<file path="src/rtl/pm_pkg.sv">
// Shared types for the power-mode controller.
// Assumes: all users import this package; codes of pm_mode_e are visible at the ports.
package pm_pkg;

    // Power condition of the converter, as reported on the mode port.
    typedef enum logic [1:0] {
        PM_RUN     = 2'd0,
        PM_PARTIAL = 2'd1,
        PM_FULL    = 2'd2,
        PM_CALIB   = 2'd3
    } pm_mode_e;

    // Meaning of a strobe release, judged by the edge count before it.
    typedef enum logic [1:0] {
        RC_NONE  = 2'd0,
        RC_ABORT = 2'd1,
        RC_SLEEP = 2'd2,
        RC_DONE  = 2'd3
    } rel_class_e;

endpackage

</file>
<file path="src/rtl/pm_edge_window.sv">
// Counts serial-clock rising edges since the last strobe fall and classifies
// each strobe rise into abort, sleep request or completed cycle.
// Assumes: strobe and sclk_rise are synchronous; a sclk_rise pulse in the same
// cycle as a strobe edge is not counted. The count saturates at DONE_MIN.
module pm_edge_window
    import pm_pkg::*;
#(
    parameter int PPD_MIN  = 3,
    parameter int DONE_MIN = 14
) (
    input  logic       clk,
    input  logic       rst_n,
    input  logic       strobe,
    input  logic       sclk_rise,
    input  logic       cs_n,
    output rel_class_e rel_class
);
    localparam int CNT_W = $clog2(DONE_MIN + 1);
    localparam logic [CNT_W-1:0] DONE_CNT = CNT_W'(DONE_MIN);
    localparam logic [CNT_W-1:0] PPD_CNT  = CNT_W'(PPD_MIN);

    logic             strobe_q;
    logic [CNT_W-1:0] edge_cnt;
    logic             strobe_fall;
    logic             strobe_rise;

    assign strobe_fall = !strobe && strobe_q;
    assign strobe_rise = strobe && !strobe_q;

    // Delayed strobe for edge detection.
    always_ff @(posedge clk) begin
        if (!rst_n) strobe_q <= 1'b0;
        else        strobe_q <= strobe;
    end

    // Saturating edge counter, cleared on strobe fall and while deselected.
    always_ff @(posedge clk) begin
        if (!rst_n)                                       edge_cnt <= '0;
        else if (cs_n || strobe_fall)                     edge_cnt <= '0;
        else if (!strobe && sclk_rise && edge_cnt < DONE_CNT) edge_cnt <= edge_cnt + 1'b1;
    end

    // Classify a strobe rise; nothing is reported while deselected.
    always_comb begin
        rel_class = RC_NONE;
        if (!cs_n && strobe_rise) begin
            if (edge_cnt >= DONE_CNT)     rel_class = RC_DONE;
            else if (edge_cnt >= PPD_CNT) rel_class = RC_SLEEP;
            else                          rel_class = RC_ABORT;
        end
    end

endmodule

</file>
<file path="src/rtl/pm_settle_timer.sv">
// Down-counter for the reference settling wait; busy while nonzero.
// Assumes: load and hold_off are never both high; reset counts as a load.
module pm_settle_timer #(
    parameter int SETTLE_CYCLES = 100000
) (
    input  logic clk,
    input  logic rst_n,
    input  logic load,
    input  logic hold_off,
    output logic busy
);
    localparam int T_W = $clog2(SETTLE_CYCLES + 1);
    localparam logic [T_W-1:0] LOAD_VAL = T_W'(SETTLE_CYCLES);

    logic [T_W-1:0] remain;

    // Load on reset or wake, clear while the reference is off, else count down.
    always_ff @(posedge clk) begin
        if (!rst_n)           remain <= LOAD_VAL;
        else if (load)        remain <= LOAD_VAL;
        else if (hold_off)    remain <= '0;
        else if (remain != 0) remain <= remain - 1'b1;
    end

    assign busy = (remain != '0);

endmodule

</file>
<file path="src/rtl/pm_mode_fsm.sv">
// Power-mode state machine with the calibration-pending flag.
// Assumes: rel_class is RC_NONE whenever cs_n is high; cs_n is synchronous.
module pm_mode_fsm
    import pm_pkg::*;
(
    input  logic       clk,
    input  logic       rst_n,
    input  logic       cs_n,
    input  rel_class_e rel_class,
    output pm_mode_e   mode,
    output logic       wake_load,
    output logic       next_full
);
    pm_mode_e state_q, state_d;
    logic     cs_q;
    logic     cal_done;
    pm_mode_e wake_to;

    assign wake_to = cal_done ? PM_RUN : PM_CALIB;

    // Delayed chip select for deselect-release detection.
    always_ff @(posedge clk) begin
        if (!rst_n) cs_q <= 1'b0;
        else        cs_q <= cs_n;
    end

    // Next-state decision: chip select first, then strobe releases per mode.
    always_comb begin
        state_d   = state_q;
        wake_load = 1'b0;
        if (cs_n) begin
            state_d = PM_FULL;
        end else if (cs_q) begin
            state_d   = wake_to;
            wake_load = 1'b1;
        end else begin
            unique case (state_q)
                PM_CALIB:   if (rel_class == RC_DONE)  state_d = PM_RUN;
                PM_RUN:     if (rel_class == RC_SLEEP) state_d = PM_PARTIAL;
                PM_PARTIAL: begin
                    if (rel_class == RC_SLEEP)     state_d = PM_FULL;
                    else if (rel_class == RC_DONE) state_d = PM_RUN;
                end
                PM_FULL: begin
                    if (rel_class == RC_DONE) begin
                        state_d   = wake_to;
                        wake_load = 1'b1;
                    end
                end
                default: state_d = PM_CALIB;
            endcase
        end
    end

    assign next_full = (state_d == PM_FULL);

    // Mode register and calibration flag.
    always_ff @(posedge clk) begin
        if (!rst_n) begin
            state_q  <= PM_CALIB;
            cal_done <= 1'b0;
        end else begin
            state_q <= state_d;
            if (state_q == PM_CALIB && rel_class == RC_DONE) cal_done <= 1'b1;
        end
    end

    assign mode = state_q;

endmodule

</file>
<file path="src/rtl/power_mode_ctrl.sv">
// Top of the converter power-mode controller: edge window, mode machine and
// settling timer. Assumes all inputs are synchronous to clk.
module power_mode_ctrl
    import pm_pkg::*;
#(
    parameter int PPD_MIN       = 3,
    parameter int DONE_MIN      = 14,
    parameter int SETTLE_CYCLES = 100000
) (
    input  logic       clk,
    input  logic       rst_n,
    input  logic       conv_strobe,
    input  logic       sclk_rise,
    input  logic       cs_n,
    output logic [1:0] mode,
    output logic       ref_on,
    output logic       settle_busy,
    output logic       conv_ok
);
    rel_class_e rel_class;
    pm_mode_e   mode_e;
    logic       wake_load;
    logic       next_full;

    pm_edge_window #(.PPD_MIN(PPD_MIN), .DONE_MIN(DONE_MIN)) win_i (
        .clk       (clk),
        .rst_n     (rst_n),
        .strobe    (conv_strobe),
        .sclk_rise (sclk_rise),
        .cs_n      (cs_n),
        .rel_class (rel_class)
    );

    pm_mode_fsm fsm_i (
        .clk       (clk),
        .rst_n     (rst_n),
        .cs_n      (cs_n),
        .rel_class (rel_class),
        .mode      (mode_e),
        .wake_load (wake_load),
        .next_full (next_full)
    );

    pm_settle_timer #(.SETTLE_CYCLES(SETTLE_CYCLES)) tmr_i (
        .clk      (clk),
        .rst_n    (rst_n),
        .load     (wake_load),
        .hold_off (next_full),
        .busy     (settle_busy)
    );

    assign mode    = mode_e;
    assign ref_on  = (mode_e != PM_FULL);
    assign conv_ok = (mode_e == PM_RUN) && !settle_busy;

endmodule

</file>
<file path="config.mk">
export PLATFORM = sky130hd
export DESIGN_NAME = power_mode_ctrl
export DESIGN_NICKNAME = d
export VERILOG_FILES = /design/src/rtl/pm_pkg.sv /design/src/rtl/pm_edge_window.sv /design/src/rtl/pm_settle_timer.sv /design/src/rtl/pm_mode_fsm.sv /design/src/rtl/power_mode_ctrl.sv
export SDC_FILE = /design/constraint.sdc
export NUM_CORES = 1
export LEC_CHECK = 0
export BUFFER_PORTS_ARGS = -buffer_cell sky130_fd_sc_hd__buf_2
export CORE_MARGIN = 4
export CORE_UTILIZATION = 52
export CTS_CLUSTER_DIAMETER = 50
export DETAILED_ROUTE_END_ITERATION = 8
export PLACE_DENSITY = 0.74
export SYNTH_ARGS = -nofsm -noshare
export SYNTH_HDL_FRONTEND = slang
export SYNTH_SLANG_ARGS = --single-unit
</file>
<file path="constraint.sdc">
create_clock -name clk -period 2 [get_ports clk]
set_clock_uncertainty 0.05 [all_clocks]
set_input_delay 0.3 -clock clk [delete_from_list [all_inputs] [get_ports clk]]
set_output_delay 0.3 -clock clk [all_outputs]
set_load 0.1 [all_outputs]
</file>
* Yosys cells after proc, flatten, opt, wreduce, memory -nomap -nowiden *
Cells that the tools add are included.

word-level totals
  bits in registers = 26
  latch bits = 0
  memory bits (writable) = 0
  memory bits (read-only) = 0
  input bits = 5
  output and inout port bits = 5
  logic and storage cells = 55
  memories kept = 0

operators by class
  $add $sub $neg = 2
  multiply operators = 0
  div/mod/pow operators = 0
  order comparisons = 3
  equal/unequal tests = 7
  shift-type cells = 0
  muxes and demuxes = 17
  bitwise gates (word level) = 1
  reductions and logical operators = 18

operator list
  operator                 number
  $mux W17                 2
  $mux W2                  10
  $reduce_bool A17 Y1      1
  $sub A17 B1 Y17 const B  1
  $eq A2 B2 Y1 const B     5
  $pmux W2 S4              1
  $logic_and A1 B1 Y1      7
  $add A4 B1 Y4 const B    1
  $ge A4 B2 Y1 const B     1
  $ge A4 B4 Y1 const B     1
  $logic_not A1 Y1         4
  $lt A4 B4 Y1 const B     1
  $mux W1                  4
  $reduce_or A2 Y1         2
  $reduce_or A3 Y1         1
  $eq A2 B1 Y1 const B     1
  $logic_not A2 Y1         1
  $ne A2 B2 Y1 const B     1
  $reduce_bool A2 Y1       1
  $logic_or A1 B1 Y1       1
  $not A1 Y1               1

* Logic depth before layout (Yosys ltp) *
Gate-level depths: netlist of the first run.

  word-level depth = 12
  depth in mapped cells = 8
  depth with buffers taken out = 7

* Modules after synthesis *
A second synthesis of the first run with hierarchy kept.

unflattened totals
  cell total of the unflattened synthesis = 173
  area, all modules = 1,423.9 µm²

by module, submodules not included
  module           instances  cells each  area an instance (µm²)  seq. area each (µm²)
  pm_settle_timer  1          114         914.6                   340.3
  pm_edge_window   1          32          289.0                   100.1
  pm_mode_fsm      1          25          203.9                   80.1
  power_mode_ctrl  1          2           16.3                    0.0

* Least setup slack after synthesis of the first run *
OpenSTA, ideal clock, no wires.

  path kind = reg-to-output
  start = reg tmr_i.remain[0]
  end = out conv_ok
  arrival = 3,876 ps
  required time = 1,650 ps
  path slack = -2,226 ps
  stages on the path, launching flop included = 8
  path buffers = 1
  path through = dfxtp_1 > inv_1 > ha_1 > or3b_1 > buf_2 > nor3_4 > nand2_2 > nor3_1

between the ends
  word-level cells in the longest chain between the ends = 3

ends and longest elaborated chain
  item                    line                   source
  from (decl)             pm_settle_timer.sv:15  logic [T_W-1:0] remain;
  from (signal assigned)  pm_settle_timer.sv:22  else if (remain != 0) remain <= remain - 1'b1;
  $reduce_bool A17 Y1     pm_settle_timer.sv:25  assign busy = (remain != '0);
  named net settle_busy   power_mode_ctrl.sv:17  output logic settle_busy,
  $logic_not A1 Y1        power_mode_ctrl.sv:54  assign conv_ok = (mode_e == PM_RUN) && !settle_busy;
  $logic_and A1 B1 Y1     power_mode_ctrl.sv:54
  to (decl)               power_mode_ctrl.sv:18  output logic conv_ok

The timed path passes the listed nets, and every way through them passes these cells.

* Worst setup path in the final report of the first run *
  start = reg tmr_i.remain[4]
  end = out conv_ok

between the ends
  word-level cells in the longest chain between the ends = 3

ends and longest elaborated chain
  item                 line
  $reduce_bool A17 Y1  pm_settle_timer.sv:25
  $logic_not A1 Y1     power_mode_ctrl.sv:54
  $logic_and A1 B1 Y1  power_mode_ctrl.sv:54

Every way passes these cells.

==> metrics.csv, run 1 <==
metric,value,unit
p_per_area,680,nW/um^2
synthDominantAreaCellType,sky130_fd_sc_hd__dfxtp_1,
syn_to_final_growth,37.7,%
setup.worst_path.end_class,output port,
core,2480,sq um
drtAntennaViolNets,0,
leakagePower,0.701,nW
pin_count,10,
core.rowCount,18,
dp_hpwl,2.12,mm
reg2reg_depth,6,
crit_start,tmr_i.remain[4],
htreeDepth,1,
yosysWarningCount,0,
area_share_of_fa_ha_maj_cells_after_synthesis,2.79,%
crit_fanout,2,
violations_in_the_final_reports,negative setup slack,
finalHoldViolCount,0,
placement.io_buffers,9,
gpl.final_weighted_congestion,0.869,
finalMaxSlewViolations,0,
cap_viol_max_count,0,
total_number_of_vias,1223,
hold_class,in2reg,
critical_path.startpoint_type,flop,
setup-tns-final,-0.540,ns
cells_after_synth,147,
critical_path_arrival,1.95,ns
post_synth_main_area_contributors,"sky130_fd_sc_hd__dfxtp_1 39%, sky130_fd_sc_hd__xor2_1 5.2%, sky130_fd_sc_hd__nor2_1 5.0%",
synth_enable_flop_cells,0,
status,finished with violations,
seq_area_frac_synth,38.7,%
antenna_cells,0,
fillCellCount,176,
synth_area,1340,sq um
numCtsBuffers,3,
synth_xor_xnor_area_share,9.78,%
synth_cell_type_count,44,
holdBufCountCts,0,
postLayoutCellArea,1850,sq um
synth-async-reset-ratio,0,%
drive_gt1_share,39.9,%
tritoncts,yes,
placed_area,1600,sq um
largest_family_of_logic_cells_by_synthesized_area,simple AND/OR/NAND/NOR gates,
synth_area_per_cell,9.14,sq um
finalCritPeriodShare,115,%
syn_nets,155,
insertion_delay,0.33,ns
maxSlewHeadroom,66.8,%
initialDrtViolationCount,43,
grt_start_max_net_pins,16,
grtUsageTotal,19.6,%
synth.mux.area_fraction,0.745,%
timing.hold.worst_path_depth,2,
tightestPinTransition,0.493,ns
die_height,58.8,um
achievable_freq,436,MHz
routed_wire_length_per_instance,14.7,um
synth_simple_gate_area_share,24.7,%
grt-ovfl-total,0,
grt_first_pass_wirelength,5.27,mm
wl,3.13,mm
nets,192,
dieWidth,58.8,um
grt_setup_unrepaired,true,
critPathKind,reg2out,
synth_ff_type,sky130_fd_sc_hd__dfxtp_1,
r2r_setup_slack,0.01,ns
clk_root_buffer_cell,sky130_fd_sc_hd__clkbuf_4,
layoutNonFillerInstCount,213,
cts.clk_slew.worst_paths,0.15,ns
final_core_utilization,74.7,%
yosysTopAreaCellShare,38.7,%
detail_route.first_pass.iterations,4,
via_per_inst,5.74,
cp_data_required_time,1.65,ns
drc,0,
hold-worst-slack,0.118,ns
cts.sink_count,26,
clk_path_buf_depth,2,
postSynthRegisterBits,26,
initial_core_util,54.2,%
post-place-cells,200,
vdd.ir_drop.worst,0.939,mV
endpoint,conv_ok,
synth-compound-area-share,20.6,%
grt_pass1_vias,1213,
initial_antenna_violation_count,0,
r2r-start,tmr_i.remain[0],
critical_path.reg2reg.endpoint,tmr_i.remain[7],
layout_min_cycle_time,2.30,ns
die_area,3460,sq um
setup_violations,2,
timing.final.ws_setup,-0.295,ns
[where the power goes]
part | internal, mW | leakage, nW | total, mW | switching [mW]
logic | 0.146 | 0.456 | 0.316 | 0.170
registers | 0.544 | 0.217 | 0.574 | 0.0298
clock network | 0.203 | 0.0279 | 0.368 | 0.165
[through the flow]
| stage | setup WS (ns) | power, mW |
|---|---|---|
| finish | -0.295 | 1.26 |
| global route | -0.363 | 1.32 |
| global placement | 0.00680 | 0.840 |
| floorplan | -0.767 | 0.768 |
| detailed placement | -0.0370 | 0.847 |
| CTS | -0.318 | 1.24 |
[placed cells by master (no fill, tap or decap), types with 3 or more instances in the layout]
cell / synthesis / final
sky130_fd_sc_hd__buf_4: 0 / 23
sky130_fd_sc_hd__dfxtp_2: 0 / 4
sky130_fd_sc_hd__dfxtp_1: 26 / 18
sky130_fd_sc_hd__or4_1: 3 / 3
sky130_fd_sc_hd__o211ai_1: 5 / 5
sky130_fd_sc_hd__o21ai_0: 5 / 4
sky130_fd_sc_hd__nor2_1: 18 / 18
sky130_fd_sc_hd__inv_2: 0 / 3
sky130_fd_sc_hd__nand2_1: 5 / 5
sky130_fd_sc_hd__buf_2: 2 / 7
sky130_fd_sc_hd__dfxtp_4: 0 / 4
sky130_fd_sc_hd__a21oi_1: 4 / 3
sky130_fd_sc_hd__xor2_1: 8 / 8
sky130_fd_sc_hd__xnor2_1: 7 / 7
sky130_fd_sc_hd__and2_1: 4 / 4
sky130_fd_sc_hd__o21ai_1: 6 / 7
sky130_fd_sc_hd__nand3_1: 3 / 3
sky130_fd_sc_hd__buf_6: 0 / 3
sky130_fd_sc_hd__inv_1: 6 / 3
sky130_fd_sc_hd__nor2b_1: 4 / 4
sky130_fd_sc_hd__clkbuf_4: 0 / 3
[cell usage after synthesis (all sizes together) (2+ instances only)]
| master | number |
|---|---|
| nor4 | 2 |
| or3b | 2 |
| buf | 2 |
| or4 | 5 |
| nand3 | 3 |
| ha | 3 |
| nand2b | 2 |
| nor3 | 5 |
| dfxtp | 26 |
| and2 | 4 |
| o211ai | 6 |
| a21oi | 5 |
| a2111oi | 2 |
| a211oi | 3 |
| inv | 6 |
| xor2 | 8 |
| a41oi | 2 |
| nand2 | 6 |
| nor2b | 4 |
| nand3b | 2 |
| o21ai | 12 |
| nor2 | 18 |
| xnor2 | 7 |
| nand4b | 2 |
[layout make-up]
class                           instances  area [sq um]  share of cell area, %
Multi-Input combinational cell        112           916                   49.5
Sequential cell                        26           541                   29.2
Timing Repair Buffer                   35           282                   15.2
Tap cell                               30          37.5                   2.03
Clock inverter                          1          30.0                   1.62
Clock buffer                            3          22.5                   1.22
Inverter                                6          22.5                   1.22
[logic make-up (layout without fill, tap and decap cells)]
group           after synthesis  count (layout)
fa+ha+maj                     3               3
compound gates               37              37
buf+inv                       9              45
flops                        26              26
mux                           1               1
simple gates                 56              56
xor+xnor                     15              15
[worst max-delay path: stages, from the launching register on]
cell	delay (ns)
sky130_fd_sc_hd__dfxtp_2	0.35
sky130_fd_sc_hd__or4_4	0.55
sky130_fd_sc_hd__nor3_4	0.28
sky130_fd_sc_hd__nand2_8	0.07
sky130_fd_sc_hd__nor3_4	0.16
sky130_fd_sc_hd__buf_12	0.20
[repair_timing]
item,in CTS,in global routing
resized for setup,15,20
pin swaps,5,18
setup endpoints to repair,6,19
buffers inserted,2,7
[worst min path at each step]
stage                          start               end  slack [ns]
floorplan                      rst_n     fsm_i.mode[0]        0.31
global placement    tmr_i.remain[16]  tmr_i.remain[16]        0.42
detailed placement  tmr_i.remain[16]  tmr_i.remain[16]        0.44
CTS                            rst_n     fsm_i.mode[0]        0.11
global route                   rst_n     fsm_i.mode[0]        0.10
finish                         rst_n     fsm_i.mode[0]        0.12
[flip-flops by register name, indices dropped and copies added, names as in the netlist]
register and cells:
fsm_i.cal_done 1, fsm_i.cs_q 1, fsm_i.mode 2, tmr_i.remain 17
win_i.edge_cnt 4, win_i.strobe_q 1
[per-layer routing]
layer | GRT usage, % | wire [um] | vias to the layer above
met4 | 5.18 | 9 | 0
met5 | 0 | 0 | -
li1 | - | - | 606
met3 | 5.48 | 134 | 2
met2 | 33.9 | 1660 | 25
met1 | 23.6 | 1320 | 590
Note: power is estimated with default switching activity, not from simulation.
==> inputs of run 2 (changes only) <==
- ABC_AREA: unset -> 1
- CORE_UTILIZATION: 52 -> 53
- PLACE_DENSITY: 0.74 -> 0.75
==> metrics.csv, run 2 <==
metric,value,unit,change
total_number_of_vias,1278,,+4.5%
largest_reg_flops,17,,unchanged
holdBufCountCts,0,,unchanged
setup-tns-final,0,ns,+0.540 ns
setup_violations,0,,-2
synth_ff_type,sky130_fd_sc_hd__dfxtp_1,,
crit_fanout,3,,+1
regMostFlops,tmr_i.remain,,
synth_area,1460,sq um,+8.9%
grtUsageTotal,17.5,%,-2.1 points
die_area,3670,sq um,+5.9%
grt_start_max_net_pins,15,,-1
endpoint,conv_ok,,
syn_nets,222,,+43%
critical_path_arrival,1.61,ns,-0.34 ns
tritoncts,yes,,
cap_viol_max_count,0,,unchanged
r2r_setup_slack,0.14,ns,+0.13 ns
yosysTopAreaCellShare,35.6,%,-3.2 points
synth_commonest_cells,"54 x sky130_fd_sc_hd__nand2_1, 34 x sky130_fd_sc_hd__nor2_1, 28 x sky130_fd_sc_hd__inv_1",,
achievable_freq,511,MHz,+17%
finalHoldViolCount,0,,unchanged
hold-worst-slack,0.152,ns,+0.0341 ns
maxSlewHeadroom,67.6,%,+0.83 points
postSynthRegisterBits,26,,unchanged
fillCellCount,226,,+28%
vdd.ir_drop.worst,0.469,mV,-50%
detail_route.first_pass.iterations,4,,unchanged
yosysWarningCount,0,,unchanged
antenna_cells,0,,unchanged
via_per_inst,4.95,,-14%
final_core_utilization,66.5,%,-8.2 points
grt_pass1_vias,1160,,-4.4%
initial_core_util,57.5,%,+3.3 points
place_worst_setup_slack,0.200,ns,+0.237 ns
critPathMaxStageDelay,0.36,ns,-0.19 ns
placement.io_buffers,9,,unchanged
clk_path_buf_depth,2,,unchanged
grt_first_pass_wirelength,4.82,mm,-8.5%
reg2reg_depth,11,,+5
initialDrtViolationCount,69,,+60%
cpMaxStageDelayCell,sky130_fd_sc_hd__dfxtp_1,,
core,2540,sq um,+2.7%
cts.sink_count,26,,unchanged
clk_root_buffer_cell,sky130_fd_sc_hd__clkbuf_4,,
cts.clk_slew.worst_paths,0.14,ns,about the same
post-place-cells,252,,+26%
cp_data_required_time,1.65,ns,about the same
status,"finished, final reports clean",,
leakagePower,0.787,nW,+12%
synth_area_per_cell,6.84,sq um,-25%
initial_antenna_violation_count,0,,unchanged
p_per_area,662,nW/um^2,-2.7%
setup.worst_path.end_class,output port,,
cells_after_synth,214,,+46%
gpl.final_weighted_congestion,0.881,,+1.4%
drtAntennaViolNets,0,,unchanged
r2r-start,tmr_i.remain[0],,
htreeDepth,1,,unchanged
grt-ovfl-total,0,,unchanged
post-synth-top-count-cell,sky130_fd_sc_hd__nand2_1,,
synth_enable_flop_cells,0,,unchanged
crit_start,tmr_i.remain[11],,
post_synth_main_area_contributors,"sky130_fd_sc_hd__dfxtp_1 36%, sky130_fd_sc_hd__nand2_1 14%, sky130_fd_sc_hd__nor2_1 8.7%",,
synthDominantAreaCellType,sky130_fd_sc_hd__dfxtp_1,,
mostFrequentLayoutCell,sky130_fd_sc_hd__nand2_1,,
seq_area_frac_synth,35.6,%,-3.2 points
critical_path.startpoint_type,flop,,
dp_hpwl,2.12,mm,+0.19%
pin_count,10,,unchanged
core.rowCount,18,,unchanged
tightestPinTransition,0.489,ns,-0.00389 ns
grt_setup_unrepaired,true,,
routed_wire_length_per_instance,10.8,um,-27%
layoutNonFillerInstCount,258,,+21%
synth_cell_type_count,26,,-41%
drc,0,,unchanged
syn_to_final_growth,15.6,%,
critical_path.reg2reg.endpoint,tmr_i.remain[4],,
crit_path_cell_trace,nor2_1 -> nand2_1 -> nor2_4 -> nand3_4 -> nor3_4 -> buf_12,,
drive_gt1_share,23.7,%,-16 points
numCtsBuffers,3,,unchanged
nets,237,,+23%
finalCritPeriodShare,97.8,%,-17 points
dieWidth,60.6,um,+2.9%
insertion_delay,0.31,ns,-0.02 ns
timing.final.ws_setup,0.0446,ns,+0.340 ns
critPathKind,reg2out,,
final_cell_mix,"53 x sky130_fd_sc_hd__nand2_1, 30 x sky130_fd_sc_hd__nor2_1, 24 x sky130_fd_sc_hd__inv_1, 22 x sky130_fd_sc_hd__dfxtp_1",,
finalMaxSlewViolations,0,,unchanged
hold_class,in2reg,,
synth-async-reset-ratio,0,%,unchanged
layout_min_cycle_time,1.96,ns,-0.340 ns
die_height,60.6,um,+2.9%
wl,2.78,mm,-11%
run 2: critical path: cells and delay by family, from the launching register on:
| kind | cells | cell delay, ns |
|---|---|---|
| flip-flops | 1 | 0.36 |
| AND/OR/NAND/NOR | 5 | 0.73 |
| buffers and inverters | 1 | 0.20 |
run 2: area by class of cell:
type | instances | area (sq um) | area share (%)
multi-input cells | 155 | 883 | 52.2
flip-flops and latches | 26 | 528 | 31.2
inverters | 31 | 120 | 7.10
repair buffers | 12 | 97.6 | 5.76
well taps | 30 | 37.5 | 2.22
clock buffers | 4 | 26.3 | 1.55
run 2: cell families (layout without fill, tap and decap cells):
kind of cell             count (synthesis)  in the layout  synth area share, %
adder cells (fa/ha/maj)                  3              3                 2.56
AND/OR/NAND/NOR                        125            125                 38.5
XOR/XNOR                                14             14                 8.38
AO/OA/AOI/OAI                           13             13                 5.98
flip-flops                              26             26                 35.6
buffers and inverters                   33             47                 9.06
run 2: repair_timing:
item / in CTS / in global routing
buffers inserted: 2 / 0
endpoints found under the hold margin: 0 / 0
gates resized for setup: 3 / 1
setup endpoints to repair: 1 / 1
pin swaps: 2 / 0
run 2: metal layers:
metal	global-route usage (%)	share of wire [%]
met5	0	0
met1	21.1	47
met3	3.40	4.0
met2	29.5	46
met4	8.98	2.6
run 2: report_power, final:
| group | switching [mW] | internal (mW) |
|---|---|---|
| Sequential | 0.0360 | 0.551 |
| Combinational | 0.204 | 0.103 |
| Clock | 0.148 | 0.0779 |
run 2: stage by stage:
| stage | instance area, sq um | total power, mW |
|---|---|---|
| final | 1690 | 1.12 |
| after global routing | 1690 | 1.19 |
| after CTS | 1690 | 1.13 |
| after detailed placement | 1640 | 0.898 |
| after global placement | 1640 | 0.892 |
| after floorplan | 1550 | 0.850 |
run 2: how the worst min path moves through the flow:
stage                           start           endpoint  slack [ns]  depth (start not counted)
finish                          rst_n      fsm_i.mode[0]        0.15                          2
global route                    rst_n      fsm_i.mode[0]        0.15                          2
CTS                             rst_n      fsm_i.mode[0]        0.14                          2
detailed placement  win_i.edge_cnt[3]  win_i.edge_cnt[3]        0.42                          2
global placement    win_i.edge_cnt[3]  win_i.edge_cnt[3]        0.41                          2
floorplan                       rst_n      fsm_i.mode[0]        0.32                          1
==> inputs of run 3 (changes only) <==
- clock period: 2 -> 1.7 ns (I/O delays scaled with it)
==> metrics.csv, run 3 (synthesis gave the netlist of run 2 again) <==
metric,value,unit,change
critical_path.reg2reg.endpoint,tmr_i.remain[3],,
endpoint,conv_ok,,
critical_path.startpoint_type,flop,,
cts.clk_slew.worst_paths,0.15,ns,about the same
drive_gt1_share,45.0,%,+21 points
layoutNonFillerInstCount,279,,+8.1%
final_cell_mix,"42 x sky130_fd_sc_hd__nand2_1, 24 x sky130_fd_sc_hd__nor2_1, 21 x sky130_fd_sc_hd__inv_1, 18 x sky130_fd_sc_hd__buf_4, 15 x sky130_fd_sc_hd__nor2_4",,
cp_data_required_time,1.39,ns,-0.26 ns
holdBufCountCts,0,,unchanged
drc,0,,unchanged
pwr-share-clk,20.8,%,+0.7 points
finalHoldViolCount,0,,unchanged
insertion_delay,0.33,ns,+0.02 ns
fillCellCount,145,,-36%
p_comb_share,34.0,%,+6.6 points
wl,4.23,mm,+52%
clk_path_buf_depth,2,,unchanged
gpl.final_weighted_congestion,0.857,,-2.7%
grt_start_max_net_pins,15,,unchanged
detail_route.first_pass.iterations,4,,unchanged
routed_wire_length_per_instance,15.2,um,+41%
grt_setup_unrepaired,true,,
grt-ovfl-total,0,,unchanged
internal_power,0.978,mW,+34%
reg2reg_depth,10,,-1
die_area,3670,sq um,unchanged
post-place-cells,257,,+2.0%
critPathKind,reg2out,,
dieWidth,60.6,um,unchanged
initial_core_util,57.5,%,unchanged
htreeDepth,1,,unchanged
hold_class,in2reg,,
cap_viol_max_count,0,,unchanged
netSwitchingFraction,36.5,%,+1.9 points
grt_pass1_vias,1353,,+17%
timing.final.ws_setup,-0.260,ns,-0.304 ns
cts.sink_count,26,,unchanged
sequentialPowerShare,45.1,%,-7.4 points
die_height,60.6,um,unchanged
status,finished with violations,,
regMostFlops,tmr_i.remain,,
critical_path_arrival,1.65,ns,+0.04 ns
setup_violations,11,,+11
antenna_cells,0,,unchanged
achievable_freq,510,MHz,
vdd.ir_drop.worst,0.825,mV,+76%
crit_fanout,3,,unchanged
largest_reg_flops,17,,unchanged
grt_first_pass_wirelength,5.55,mm,+15%
core.rowCount,18,,unchanged
drtAntennaViolNets,0,,unchanged
p_per_area,739,nW/um^2,+12%
initialDrtViolationCount,83,,+20%
grtUsageTotal,20.1,%,+2.6 points
syn_to_final_growth,42.3,%,
total_number_of_vias,1500,,+17%
via_per_inst,5.38,,+8.5%
maxSlewHeadroom,67.9,%,+0.28 points
pin_count,10,,unchanged
layout_min_cycle_time,1.96,ns,
violations_in_the_final_reports,negative setup slack,,
mostFrequentLayoutCell,sky130_fd_sc_hd__nand2_1,,
clk_root_buffer_cell,sky130_fd_sc_hd__clkbuf_4,,
tritoncts,yes,,
leakagePower,0.944,nW,+20%
r2r-start,tmr_i.remain[1],,
initial_antenna_violation_count,0,,unchanged
hold-worst-slack,0.112,ns,-0.0399 ns
crit_start,tmr_i.remain[11],,
finalCritPeriodShare,115,%,
setup.worst_path.end_class,output port,,
numCtsBuffers,3,,unchanged
finalMaxSlewViolations,0,,unchanged
core,2540,sq um,unchanged
switching_power,0.561,mW,+45%
nets,258,,+8.9%
placement.io_buffers,9,,unchanged
dp_hpwl,2.39,mm,+12%
tightestPinTransition,0.485,ns,-0.00425 ns
r2r_setup_slack,-0.05,ns,-0.19 ns
setup-tns-final,-0.637,ns,-0.637 ns
==> run 3: cell types whose count changed in the layout (fill, tap and decap cells not counted), sizes merged <==
cell and delta:
buf +19, clkbuf +1, nand2 +1
==> run 3: power by group through the flow <==
stage | combinational (mW) | clock [mW] | sequential (mW)
3_5_place_dp | 0.373 | 0 | 0.701
5_1_grt | 0.571 | 0.360 | 0.698
6_report | 0.524 | 0.321 | 0.695
3_3_place_gp | 0.366 | 0 | 0.700
2_1_floorplan | 0.283 | 0 | 0.716
4_1_cts | 0.411 | 0.332 | 0.686
==> run 3: how the worst min path moves through the flow <==
stage,startpoint,to,slack [ns],cells after the start
after global routing,rst_n,fsm_i.mode[1],0.10,2
after floorplan,rst_n,fsm_i.mode[0],0.27,1
final,conv_strobe,win_i.strobe_q,0.11,3
after detailed placement,win_i.edge_cnt[3],win_i.edge_cnt[3],0.42,2
after CTS,conv_strobe,win_i.strobe_q,0.1,3
after global placement,win_i.edge_cnt[3],win_i.edge_cnt[3],0.41,2
==> run 3: repair_timing <==
action | in CTS | in global routing
gates cloned | 0 | 1
pin swaps | 4 | 21
endpoints found under the hold margin | 0 | 0
resized for setup | 12 | 52
buffers inserted | 6 | 11
setup endpoints to repair | 13 | 20
==> run 3: stage by stage <==
stage | power [mW] | utilization (%) | instance area, sq um | setup slack (ns)
6_report | 1.54 | 81.9 | 2080 | -0.260
5_1_grt | 1.63 | 81.9 | 2080 | -0.368
4_1_cts | 1.43 | 70.4 | 1790 | -0.204
3_5_place_dp | 1.07 | 65.7 | 1670 | -0.0457
3_3_place_gp | 1.07 | 65.7 | 1670 | 0.0165
2_1_floorplan | 1.00 | - | 1550 | -0.422
==> run 3: worst max-delay path, cell delays in order (launching register included) <==
cell and delay (ns):
sky130_fd_sc_hd__dfxtp_2 0.37, sky130_fd_sc_hd__nor2_2 0.13, sky130_fd_sc_hd__nand2_1 0.11, sky130_fd_sc_hd__nor2_4 0.16, sky130_fd_sc_hd__nand3_4 0.13, sky130_fd_sc_hd__nor3_4 0.22, sky130_fd_sc_hd__buf_12 0.20
==> run 3: final cells by class <==
class / count / area (sq um) / area share, %
flip-flops and latches: 26 / 546 / 26.2
multi-input cells: 156 / 1060 / 51.1
repair buffers: 32 / 278 / 13.3
clock buffers: 4 / 36.3 / 1.74
well taps: 30 / 37.5 / 1.80
inverters: 31 / 123 / 5.89
==> run 3: per-layer routing <==
| metal | global-route usage [%] | wire, um | vias up |
|---|---|---|---|
| met4 | 7.74 | 219 | 0 |
| met3 | 2.55 | 213 | 18 |
| met5 | 0 | 0 | - |
| met2 | 39.4 | 2230 | 64 |
| li1 | - | - | 725 |
| met1 | 21.6 | 1570 | 693 |
